===== src/rtl/mrg_pkg.sv =====
package mrg_pkg;

    localparam int ADDR_W      = 32;
    localparam int GRAN_W      = 5;
    localparam int BASE_W      = ADDR_W - GRAN_W;
    localparam int HI_MASTERS  = 4;
    localparam int LO_MASTERS  = 4;
    localparam int HI_FIELD_W  = 5;
    localparam int LO_FIELD_W  = 2;
    localparam int NUM_MASTERS = HI_MASTERS + LO_MASTERS;
    localparam int MASTER_W    = $clog2(NUM_MASTERS);
    localparam int RIGHTS_W    = HI_MASTERS * HI_FIELD_W + LO_MASTERS * LO_FIELD_W;

    typedef enum logic [1:0] {
        ACC_READ  = 2'b00,
        ACC_WRITE = 2'b01,
        ACC_EXEC  = 2'b10,
        ACC_RSVD  = 2'b11
    } acc_kind_e;

    typedef struct packed {
        logic [BASE_W-1:0]   start_base;
        logic [BASE_W-1:0]   end_base;
        logic [RIGHTS_W-1:0] rights;
        logic                valid;
    } region_desc_t;

endpackage


===== src/rtl/mrg_desc_regs.sv =====
module mrg_desc_regs
    import mrg_pkg::*;
#(
    parameter int NUM_REGIONS = 12,
    localparam int IDX_W      = $clog2(NUM_REGIONS),
    localparam int CFG_AW     = IDX_W + 4
) (
    input  logic                          clk,
    input  logic                          rst_n,
    input  logic                          cfg_we,
    input  logic [CFG_AW-1:0]             cfg_addr,
    input  logic [ADDR_W-1:0]             cfg_wdata,
    output region_desc_t [NUM_REGIONS-1:0] desc_o
);

    typedef struct packed {
        region_desc_t [NUM_REGIONS-1:0] desc;
    } regs_state_t;

    regs_state_t state_d, state_q;

    logic [IDX_W-1:0] sel_idx;
    logic [1:0]       sel_word;
    logic [1:0]       unused_byte_lane;

    assign sel_idx          = cfg_addr[CFG_AW-1:4];
    assign sel_word         = cfg_addr[3:2];
    assign unused_byte_lane = cfg_addr[1:0];

    function automatic regs_state_t reset_state();
        regs_state_t s;
        s = '0;
        s.desc[0].start_base = '0;
        s.desc[0].end_base   = '1;
        s.desc[0].rights     = '1;
        s.desc[0].valid      = 1'b1;
        return s;
    endfunction

    always_comb begin
        state_d = state_q;
        for (int r = 0; r < NUM_REGIONS; r++) begin
            if (cfg_we && (int'(sel_idx) == r)) begin
                case (sel_word)
                    2'd0: state_d.desc[r].start_base = cfg_wdata[ADDR_W-1:GRAN_W];
                    2'd1: begin
                        state_d.desc[r].end_base = cfg_wdata[ADDR_W-1:GRAN_W];
                        state_d.desc[r].valid    = 1'b0;
                    end
                    2'd2: state_d.desc[r].rights = cfg_wdata[RIGHTS_W-1:0];
                    default: state_d.desc[r].valid = cfg_wdata[0];
                endcase
            end
        end
    end

    always_ff @(posedge clk) begin
        if (!rst_n) state_q <= reset_state();
        else        state_q <= state_d;
    end

    assign desc_o = state_q.desc;

    for (genvar g = 0; g < NUM_REGIONS; g++) begin : g_chk
        // an end-address write leaves the region disabled
        a_r4_end_write_clears_valid: assert property (@(posedge clk) disable iff (!rst_n)
            (cfg_we && int'(sel_idx) == g && sel_word == 2'd1) |=> !state_q.desc[g].valid);
        // only end or control writes to this region move the flag
        a_r4_valid_stable_otherwise: assert property (@(posedge clk) disable iff (!rst_n)
            !(cfg_we && int'(sel_idx) == g && (sel_word == 2'd1 || sel_word == 2'd3))
            |=> $stable(state_q.desc[g].valid));
    end

endmodule


===== src/rtl/mrg_perm_decode.sv =====
module mrg_perm_decode
    import mrg_pkg::*;
(
    input  logic                clk,
    input  logic                rst_n,
    input  logic [MASTER_W-1:0] master,
    input  logic [1:0]          kind,
    input  logic                super_mode,
    input  logic [RIGHTS_W-1:0] rights,
    output logic                allow
);

    logic                  is_hi;
    logic [HI_FIELD_W-1:0] hi_field;
    logic [LO_FIELD_W-1:0] lo_field;
    logic                  p_rd, p_wr, p_ex;

    assign is_hi = int'(master) < HI_MASTERS;

    always_comb begin
        hi_field = '0;
        lo_field = '0;
        p_rd     = 1'b0;
        p_wr     = 1'b0;
        p_ex     = 1'b0;
        if (is_hi) begin
            hi_field = rights[int'(master) * HI_FIELD_W +: HI_FIELD_W];
            if (!super_mode || hi_field[4:3] == 2'b00) begin
                p_rd = hi_field[2];
                p_wr = hi_field[1];
                p_ex = hi_field[0];
            end else begin
                case (hi_field[4:3])
                    2'b01:   begin p_rd = 1'b1; p_ex = 1'b1; end
                    2'b10:   begin p_rd = 1'b1; end
                    default: begin p_rd = 1'b1; p_wr = 1'b1; p_ex = 1'b1; end
                endcase
            end
        end else begin
            lo_field = rights[HI_MASTERS * HI_FIELD_W
                              + (int'(master) - HI_MASTERS) * LO_FIELD_W +: LO_FIELD_W];
            p_rd = lo_field[0];
            p_wr = lo_field[1];
            p_ex = lo_field[0];
        end
    end

    always_comb begin
        case (kind)
            ACC_READ:  allow = p_rd;
            ACC_WRITE: allow = p_wr;
            ACC_EXEC:  allow = p_ex;
            default:   allow = 1'b0;
        endcase
    end

    // reserved kind is never granted
    a_r11_rsvd_denied: assert property (@(posedge clk) disable iff (!rst_n)
        (kind == ACC_RSVD) |-> !allow);
    // supervisor code 11 grants every defined kind
    a_r7_super_full: assert property (@(posedge clk) disable iff (!rst_n)
        (is_hi && super_mode && rights[int'(master) * HI_FIELD_W + 3 +: 2] == 2'b11
         && kind != ACC_RSVD) |-> allow);
    // a fetch by a two-bit master needs its read bit
    a_r8_lo_fetch_needs_read: assert property (@(posedge clk) disable iff (!rst_n)
        (!is_hi && kind == ACC_EXEC && allow)
        |-> rights[HI_MASTERS * HI_FIELD_W + (int'(master) - HI_MASTERS) * LO_FIELD_W]);

endmodule


===== src/rtl/mrg_region_eval.sv =====
module mrg_region_eval
    import mrg_pkg::*;
(
    input  logic                clk,
    input  logic                rst_n,
    input  region_desc_t        desc,
    input  logic [MASTER_W-1:0] acc_master,
    input  logic [ADDR_W-1:0]   acc_addr,
    input  logic [1:0]          acc_type,
    input  logic                acc_super,
    output logic                hit,
    output logic                allow
);

    logic [ADDR_W-1:0] start_full;
    logic [ADDR_W-1:0] end_full;
    logic              perm_ok;

    assign start_full = {desc.start_base, {GRAN_W{1'b0}}};
    assign end_full   = {desc.end_base,   {GRAN_W{1'b1}}};

    assign hit   = desc.valid && (acc_addr >= start_full) && (acc_addr <= end_full);
    assign allow = hit && perm_ok;

    mrg_perm_decode i_perm (
        .clk        (clk),
        .rst_n      (rst_n),
        .master     (acc_master),
        .kind       (acc_type),
        .super_mode (acc_super),
        .rights     (desc.rights),
        .allow      (perm_ok)
    );

    // inverted bounds never match
    a_r5_inverted_never_hits: assert property (@(posedge clk) disable iff (!rst_n)
        (desc.end_base < desc.start_base) |-> !hit);
    // a match never lies outside the stored granule bounds
    a_r3_hit_inside_bases: assert property (@(posedge clk) disable iff (!rst_n)
        hit |-> (acc_addr[ADDR_W-1:GRAN_W] >= desc.start_base
                 && acc_addr[ADDR_W-1:GRAN_W] <= desc.end_base));

endmodule


===== src/rtl/mem_region_guard.sv =====
module mem_region_guard
    import mrg_pkg::*;
#(
    parameter int NUM_REGIONS = 12,
    localparam int CFG_AW     = $clog2(NUM_REGIONS) + 4
) (
    input  logic                clk,
    input  logic                rst_n,
    input  logic                cfg_we,
    input  logic [CFG_AW-1:0]   cfg_addr,
    input  logic [ADDR_W-1:0]   cfg_wdata,
    input  logic [MASTER_W-1:0] acc_master,
    input  logic [ADDR_W-1:0]   acc_addr,
    input  logic [1:0]          acc_type,
    input  logic                acc_super,
    output logic                acc_hit,
    output logic                acc_ok,
    output logic                acc_err
);

    region_desc_t [NUM_REGIONS-1:0] desc;
    logic [NUM_REGIONS-1:0]         hit_vec;
    logic [NUM_REGIONS-1:0]         allow_vec;

    mrg_desc_regs #(.NUM_REGIONS(NUM_REGIONS)) i_regs (
        .clk       (clk),
        .rst_n     (rst_n),
        .cfg_we    (cfg_we),
        .cfg_addr  (cfg_addr),
        .cfg_wdata (cfg_wdata),
        .desc_o    (desc)
    );

    for (genvar g = 0; g < NUM_REGIONS; g++) begin : g_region
        mrg_region_eval i_eval (
            .clk        (clk),
            .rst_n      (rst_n),
            .desc       (desc[g]),
            .acc_master (acc_master),
            .acc_addr   (acc_addr),
            .acc_type   (acc_type),
            .acc_super  (acc_super),
            .hit        (hit_vec[g]),
            .allow      (allow_vec[g])
        );
    end

    assign acc_hit = |hit_vec;
    assign acc_ok  = |allow_vec;
    assign acc_err = ~acc_ok;

    // an unmatched access is denied and flagged
    a_r9_miss_denied: assert property (@(posedge clk) disable iff (!rst_n)
        !acc_hit |-> (!acc_ok && acc_err));

endmodule


===== config.mk =====
export PLATFORM = sky130hd
export DESIGN_NAME = mem_region_guard
export DESIGN_NICKNAME = d
export VERILOG_FILES = /design/src/rtl/mrg_pkg.sv /design/src/rtl/mrg_desc_regs.sv /design/src/rtl/mrg_perm_decode.sv /design/src/rtl/mrg_region_eval.sv /design/src/rtl/mem_region_guard.sv
export SDC_FILE = /design/constraint.sdc
export NUM_CORES = 2
export LEC_CHECK = 0
export CAP_MARGIN = 20
export CELL_PAD_IN_SITES_DETAIL_PLACEMENT = 1
export CELL_PAD_IN_SITES_GLOBAL_PLACEMENT = 1
export CORE_MARGIN = 3
export CORE_UTILIZATION = 45
export DETAILED_ROUTE_END_ITERATION = 12
export PLACE_DENSITY_LB_ADDON = 0.25
export SYNTH_ARGS = -nofsm -noshare
export SYNTH_HDL_FRONTEND = slang
export SYNTH_SLANG_ARGS = --single-unit

===== constraint.sdc =====
create_clock -name clk -period 7.7 [get_ports clk]
set_clock_uncertainty 0.15 [all_clocks]
set_input_delay 1.54 -clock clk [delete_from_list [all_inputs] [get_ports clk]]
set_output_delay 1.54 -clock clk [all_outputs]
set_load 0.02 [all_outputs]

# ---- Word-level counts from Yosys, hierarchy flattened
# Index checks and enable logic that the tools add are counted.
dict set report classes {
  n_shift 24
  bitwise 2
  add_sub_neg 2
  n_reduce_logical 139
  n_eq_ne 39
  n_mul 1
  muxes 109
  n_lt_le_gt_ge 25
  div 0
}
# operator n
set op_table {}
lappend op_table {{32-bit >= comparator} 12}
lappend op_table {{32-bit less-or-equal comparator} 12}
lappend op_table {{28-bit by 32-bit variable part select with 2-bit output} 12}
lappend op_table {{28-bit by 32-bit variable part select with 5-bit output} 11}
lappend op_table {{1-bit two-way mux} 96}
lappend op_table {{2-bit AND reduction} 48}
lappend op_table {{1-bit logical AND} 48}
lappend op_table {{1-bit one-hot mux with 3 select lines} 12}
lappend op_table {{6-bit by 32-bit adder with 32-bit output (first input constant)} 1}
lappend op_table {{4-bit equality test (second input constant)} 8}
lappend op_table {{2-bit by 1-bit equality test with 1-bit output (second input constant)} 14}
lappend op_table {{2-bit equality test (second input constant)} 14}
lappend op_table {{2-bit zero test} 14}
lappend op_table {{28-bit by 7-bit variable part select with 5-bit output} 1}
lappend op_table {{2-bit OR reduction} 13}
lappend op_table {{12-bit OR reduction} 2}
lappend op_table {{1-bit logical OR} 12}
lappend op_table {{4-bit by 3-bit equality test with 1-bit output (second input constant)} 2}
lappend op_table {{3-bit by 3-bit multiplier with 6-bit output (second input constant)} 1}
lappend op_table {{4-bit by 2-bit equality test with 1-bit output (second input constant)} 1}
lappend op_table {{4-bit zero test} 1}
lappend op_table {{3-bit by 3-bit subtractor with 4-bit output (second input constant)} 1}
lappend op_table {{3-bit less-than comparator (second input constant)} 1}
lappend op_table {{1-bit inverter} 2}
lappend op_table {{2 further kinds} 2}
dict set report word_totals {
  register_bits 996
  latch_bits 0
  elab_cells 389
  romBits 0
  mem_bits_rw 0
  memories 0
  out_inout_bits 3
}

# ---- Depth between registers and ports, before layout
dict set report logic_depth {
  depth_word 11
  mapped_depth 20
}

# ---- By module
# A second synthesis with hierarchy kept.
dict set report unflattened {
  hier_cells 6450
  area_unflattened_um2 59671.0
}
# mod area_each_um2 n_inst cells_each
set modules_own_cells {}
lappend modules_own_cells {mrg_desc_regs 36098.4 1 3465}
lappend modules_own_cells {mrg_region_eval 1402.6 12 199}
lappend modules_own_cells {mrg_perm_decode 556.8 12 49}
lappend modules_own_cells {mem_region_guard 60.1 1 9}

# ---- Worst setup path before layout
# OpenSTA, ideal clock, no wires.
dict set report synth_timing {
  path_kind {input to output}
  start {in acc_master[0]}
  end {out acc_err}
  path_slack_ns 0.554
  stages 17
  path_buffers 7
  t_arrival_ns 5.456
  required_time_ns 6.010
  path_cell_list {buf_2 -> buf_4 -> buf_4 -> buf_4 -> buf_4 -> buf_4 -> buf_4 -> mux4_2 -> a22oi_1 -> ha_1 -> nor2b_1 -> o21ai_0 -> a211oi_1 -> a221o_1 -> a32oi_1 -> nand4_1 -> nor4bb_1}
}
dict set report synth_between {
  elab_chain_cells 11
  elab_cells_between_ends 210
  cone_classes {2 x add/sub; 1 x mul; 1 x order compare; 24 x eq/ne; 24 x shift; 108 x mux; 1 x bitwise; 49 x reduce/logical}
}
# item line_no
set synth_rtl {}
lappend synth_rtl {{start, declared} mem_region_guard.sv:12} ;# input logic [MASTER_W-1:0] acc_master,
lappend synth_rtl {{3-bit by 3-bit multiplier with 6-bit output} mrg_perm_decode.sv:27} ;# hi_field = rights[int'(master) * HI_FIELD_W +: HI_FIELD_W];
lappend synth_rtl {{28-bit by 32-bit variable part select with 5-bit output / 28-bit by 7-bit variable part select with 5-bit output (equally long branches)} mrg_perm_decode.sv:27}
lappend synth_rtl {{2-bit equality test / 2-bit by 1-bit equality test with 1-bit output (equally long branches)} mrg_perm_decode.sv:33} ;# case (hi_field[4:3])
lappend synth_rtl {{2-bit OR reduction (no line)} n/a}
lappend synth_rtl {{1-bit two-way mux} mrg_perm_decode.sv:33}
lappend synth_rtl {{1-bit two-way mux} mrg_perm_decode.sv:28} ;# if (!super_mode || hi_field[4:3] == 2'b00) begin
lappend synth_rtl {{1-bit two-way mux} mrg_perm_decode.sv:26} ;# if (is_hi) begin
lappend synth_rtl {{1-bit one-hot mux with 3 select lines} mrg_perm_decode.sv:49} ;# case (kind)
lappend synth_rtl {{1-bit logical AND} mrg_region_eval.sv:23} ;# assign allow = hit && perm_ok;
lappend synth_rtl {{12-bit OR reduction *} mem_region_guard.sv:49} ;# assign acc_ok = |allow_vec;
lappend synth_rtl {{1-bit inverter *} mem_region_guard.sv:50} ;# assign acc_err = ~acc_ok;
lappend synth_rtl {{end, declared} mem_region_guard.sv:18} ;# output logic acc_err
# Mark *: on every way between the ends. The rest lies on a longest branch, timed or not.

# ---- Worst setup path after layout
dict set report layout_timing {
  start {in acc_master[2]}
  end {out acc_err}
}
# The elaborated chain is that of the path after synthesis.

==> flow_metrics.env <==
export IMPL_outcome="completed"
export IMPL_synth_cells_most_frequent="sky130_fd_sc_hd__nand2_1 (2178), sky130_fd_sc_hd__dfxtp_1 (996), sky130_fd_sc_hd__a21boi_0 (948)"
export IMPL_internal_power_uw=9260
export IMPL_hold_path_class="flip-flop to flip-flop"
export IMPL_worstSetupPathType="primary input to primary output"
export IMPL_synthToLayoutAreaGrowth_pct=13.0
export IMPL_pwr_per_cell_area_nw_per_um2=191
export IMPL_grt_antenna_before_repair=13
export IMPL_grt_start_max_net_pins=246
export IMPL_ant_nets=0
export IMPL_cts_root_buffer_cell="sky130_fd_sc_hd__clkbuf_16"
export IMPL_share_clk_of_total_power_pct=48.1
export IMPL_pwr_share_seq_pct=41.0
export IMPL_path_buf_inv=5
export IMPL_final_seq_area_um2=19900
export IMPL_final_layout_size_suffix_gt1_share_pct=9.28
export IMPL_vdd_drop_max_mv=0.177
export IMPL_path_max_fanout=11
export IMPL_drt_iter0_markers=4433
export IMPL_core_area_um2=128000
export IMPL_finalHoldViolations=0
export IMPL_count_of_nets_after_finishing=8063
export IMPL_routed_wl_um=232000
export IMPL_placementRows=131
export IMPL_synth_area_leader_cell="sky130_fd_sc_hd__dfxtp_1"
export IMPL_cts_num_sinks=996
export IMPL_setup_tns_ps=0
export IMPL_post_synth_inst_count=7325
export IMPL_period_share_pct=99.1
export IMPL_power_share_switching_pct=26.9
export IMPL_placement_io_buffers=81
export IMPL_synth_simple_gate_area_share_pct=19.0
export IMPL_cts_max_level=3
export IMPL_multiInputGateArea_um2=34500
export IMPL_synth_top_area_share_pct=34.0
export IMPL_vias=54300
export IMPL_cts_made_buffers=119
export IMPL_yosys_warnings=0
export IMPL_critical_path_slowest_cell="sky130_fd_sc_hd__clkdlybuf4s50_1"
export IMPL_synth_ff_latch_count=996
export IMPL_die_w_um=367
export IMPL_r2r_setup_slack_ps=6680
export IMPL_clock_tree_from_tritoncts="yes"
export IMPL_holdBufCountCts=0
export IMPL_drt_pass1_iterations=6
export IMPL_die_height_um=367
export IMPL_cts_clk_slew_worst_paths_ps=50
export IMPL_synth_async_sr_flop_share_pct=0
export IMPL_cts_root_to_sink_buffers=3
export IMPL_grt_setup_unrepaired="no"
export IMPL_worstPathRequired_ps=6010
export IMPL_post_synth_cell_area_avg_um2=8.00
export IMPL_comb_power_share_pct=10.9
export IMPL_max_freq_ghz=0.131
export IMPL_postSynthNetCount=8079
export IMPL_setup_viol_count_final=0
export IMPL_cp_max_stage_delay_ps=600
export IMPL_gpl_final_weighted_congestion=0.881
export IMPL_maxCapViolCount=0
export IMPL_globalRouteTotalUtil_pct=33.6
export IMPL_post_synth_fa_ha_maj_area_fraction_pct=14.4
export IMPL_power_switching_uw=3400
export IMPL_most_instantiated_library_cell_after_synthesis="sky130_fd_sc_hd__nand2_1"
export IMPL_synth_compound_area_share_pct=19.7
export IMPL_synthMuxAreaShare_pct=5.59
export IMPL_timing_max_transition_violations_final=0
export IMPL_synthXorXnorAreaFrac_pct=0
export IMPL_number_of_flip_flops_under_the_largest_register_name=996
export IMPL_syn_area_um2=58600
export IMPL_clkLatencyLatePin_ps=750
export IMPL_grt_first_pass_wirelength_um=346000
export IMPL_floorplan_die_area_um2=135000
export IMPL_cp_end_kind="primary output"
export IMPL_worst_pin_slew_ps=1240
export IMPL_number_of_fill_cells=15300
export IMPL_worstSetupStartpointType="primary input"
export IMPL_drcViolationCount=0
export IMPL_design_area_um2=66200
export IMPL_grt_overflow_total=0
export IMPL_relSlewSlack_pct=17.4
export IMPL_grt_pass1_vias=55900
export IMPL_synth_edff_count=0
export IMPL_io_pins=84
export IMPL_ys_seq_area_share_pct=34.0
export IMPL_synth_ff_type="sky130_fd_sc_hd__dfxtp_1"
export IMPL_finalCriticalPeriod_ps=7630
export IMPL_critPathTopFamily="buffers and inverters"
export IMPL_avgViaCountPerCell=5.93
export IMPL_arrival_ps=5940
export IMPL_post_dp_cell_area_um2=61700
export IMPL_synth_area_leaders="sky130_fd_sc_hd__dfxtp_1 (34%), sky130_fd_sc_hd__ha_1 (14%), sky130_fd_sc_hd__nand2_1 (14%)"
export IMPL_effective_utilization_at_floorplan_pct=45.6
export IMPL_path_cells="clkdlybuf4s50_1 -> clkinv_1 -> ha_2 -> nand2b_1 -> or2_2 -> o21ai_0 -> a21oi_1 -> a21oi_1 -> nor2_2 -> buf_4 -> o22a_1 -> nand4_1 -> nor4bb_1 -> buf_4 -> clkdlybuf4s50_1"
export IMPL_detail_route_wl_per_cell_um=25.4
export IMPL_power_static_leakage_uw=0.0231
export IMPL_ys_types=78
export IMPL_hpwl_um=147000
export IMPL_dominant_combinational_cell_family_by_area_after_synthesis="compound AO/OA/AOI/OAI gates"
[layout by cell type, fill, tap and decap left out, drive strengths merged, types with 10 or more instances in the layout]
| cell type | Yosys | routed |
|---|---|---|
| a22oi | 25 | 25 |
| nand2 | 2178 | 2178 |
| a21o | 61 | 61 |
| mux2i | 29 | 29 |
| clkbuf | 404 | 182 |
| clkinv | 1 | 26 |
| a211o | 10 | 10 |
| and4 | 21 | 21 |
| nor4 | 21 | 21 |
| o21a | 10 | 10 |
| nor2b | 38 | 38 |
| dfxtp | 996 | 996 |
| inv | 670 | 673 |
| nor3 | 40 | 40 |
| and3 | 10 | 10 |
| ha | 673 | 673 |
| buf | 37 | 279 |
| a21boi | 948 | 948 |
| mux2 | 31 | 31 |
| o22ai | 13 | 13 |
| o21ai | 114 | 114 |
| nor2 | 140 | 140 |
| mux4 | 117 | 117 |
| a2111oi | 18 | 18 |
| a211oi | 50 | 50 |
| bufinv | 0 | 11 |
| clkdlybuf4s50 | 0 | 25 |
| nand4 | 112 | 112 |
| a21oi | 269 | 269 |
| a31oi | 12 | 12 |
| o211ai | 48 | 48 |
| nand2b | 16 | 16 |
| nand3 | 100 | 100 |
[power groups by stage]
| stage | combinational, µW | sequential [µW] | clock (µW) |
|---|---|---|---|
| after floorplan | 682 | 5300 | 0 |
| after detailed placement | 1330 | 5300 | 0 |
| final | 1380 | 5190 | 6090 |
| after CTS | 1340 | 5190 | 6150 |
| after global placement | 1280 | 5300 | 0 |
| after global routing | 1460 | 5190 | 6370 |
[final timing paths]
kind / startpoint / end / depth (start not counted)
hold / removal: i_regs.desc_o[697] / i_regs.desc_o[697] / 2
hold reg to reg: i_regs.desc_o[697] / i_regs.desc_o[697] / 2
setup reg to reg: i_regs.desc_o[830] / i_regs.desc_o[830] / 2
setup / recovery: acc_master[2] / acc_err / 15
[cell families after synthesis]
logic type | Yosys count
buffers and inverters | 1112
AOI/OAI and AO/OA | 1652
adders and majority gates | 673
DFF | 996
muxes | 177
and+or+nand+nor | 2715
[layout make-up]
| cell class | count | share of cell area [%] |
|---|---|---|
| clock buffer | 182 | 5.52 |
| tap | 1729 | 3.27 |
| sequential | 996 | 30.1 |
| inverter | 671 | 3.81 |
| clock inverter | 44 | 0.864 |
| timing repair buffer | 304 | 4.33 |
| multi-input combinational | 5217 | 52.1 |
| antenna | 4 | 0.0151 |
[per-layer routing]
metal | GRT usage, % | wire length (µm)
met5 | 0 | 40
met4 | 15.0 | 12300
met3 | 5.65 | 18200
met2 | 54.6 | 105000
met1 | 43.8 | 97100
[stage by stage]
step                utilization [%]  power, µW  cells  hold WS (ps)  worst slack, ps
floorplan                         -       5980   7325           283              554
global placement               47.8       6580   8886           299              144
detailed placement             48.0       6630   8901           306              146
CTS                            51.3      12700   9127           314              119
global route                   51.6      13000   9143           333             4.18
finish                         51.6      12700   9147           311             69.0
[worst register-to-register path: cells and delay by family (launching register included)]
kind / cells / cell delay (ps)
flops: 1 / 480
compound gates: 1 / 210
simple gates: 1 / 90
[what timing repair did]
item / in CTS / in global routing
endpoints found under the setup margin: 0 / 1
resized for setup: 0 / 2
setup buffers: 0 / 2
Note: power is estimated with default switching activity, not from simulation.
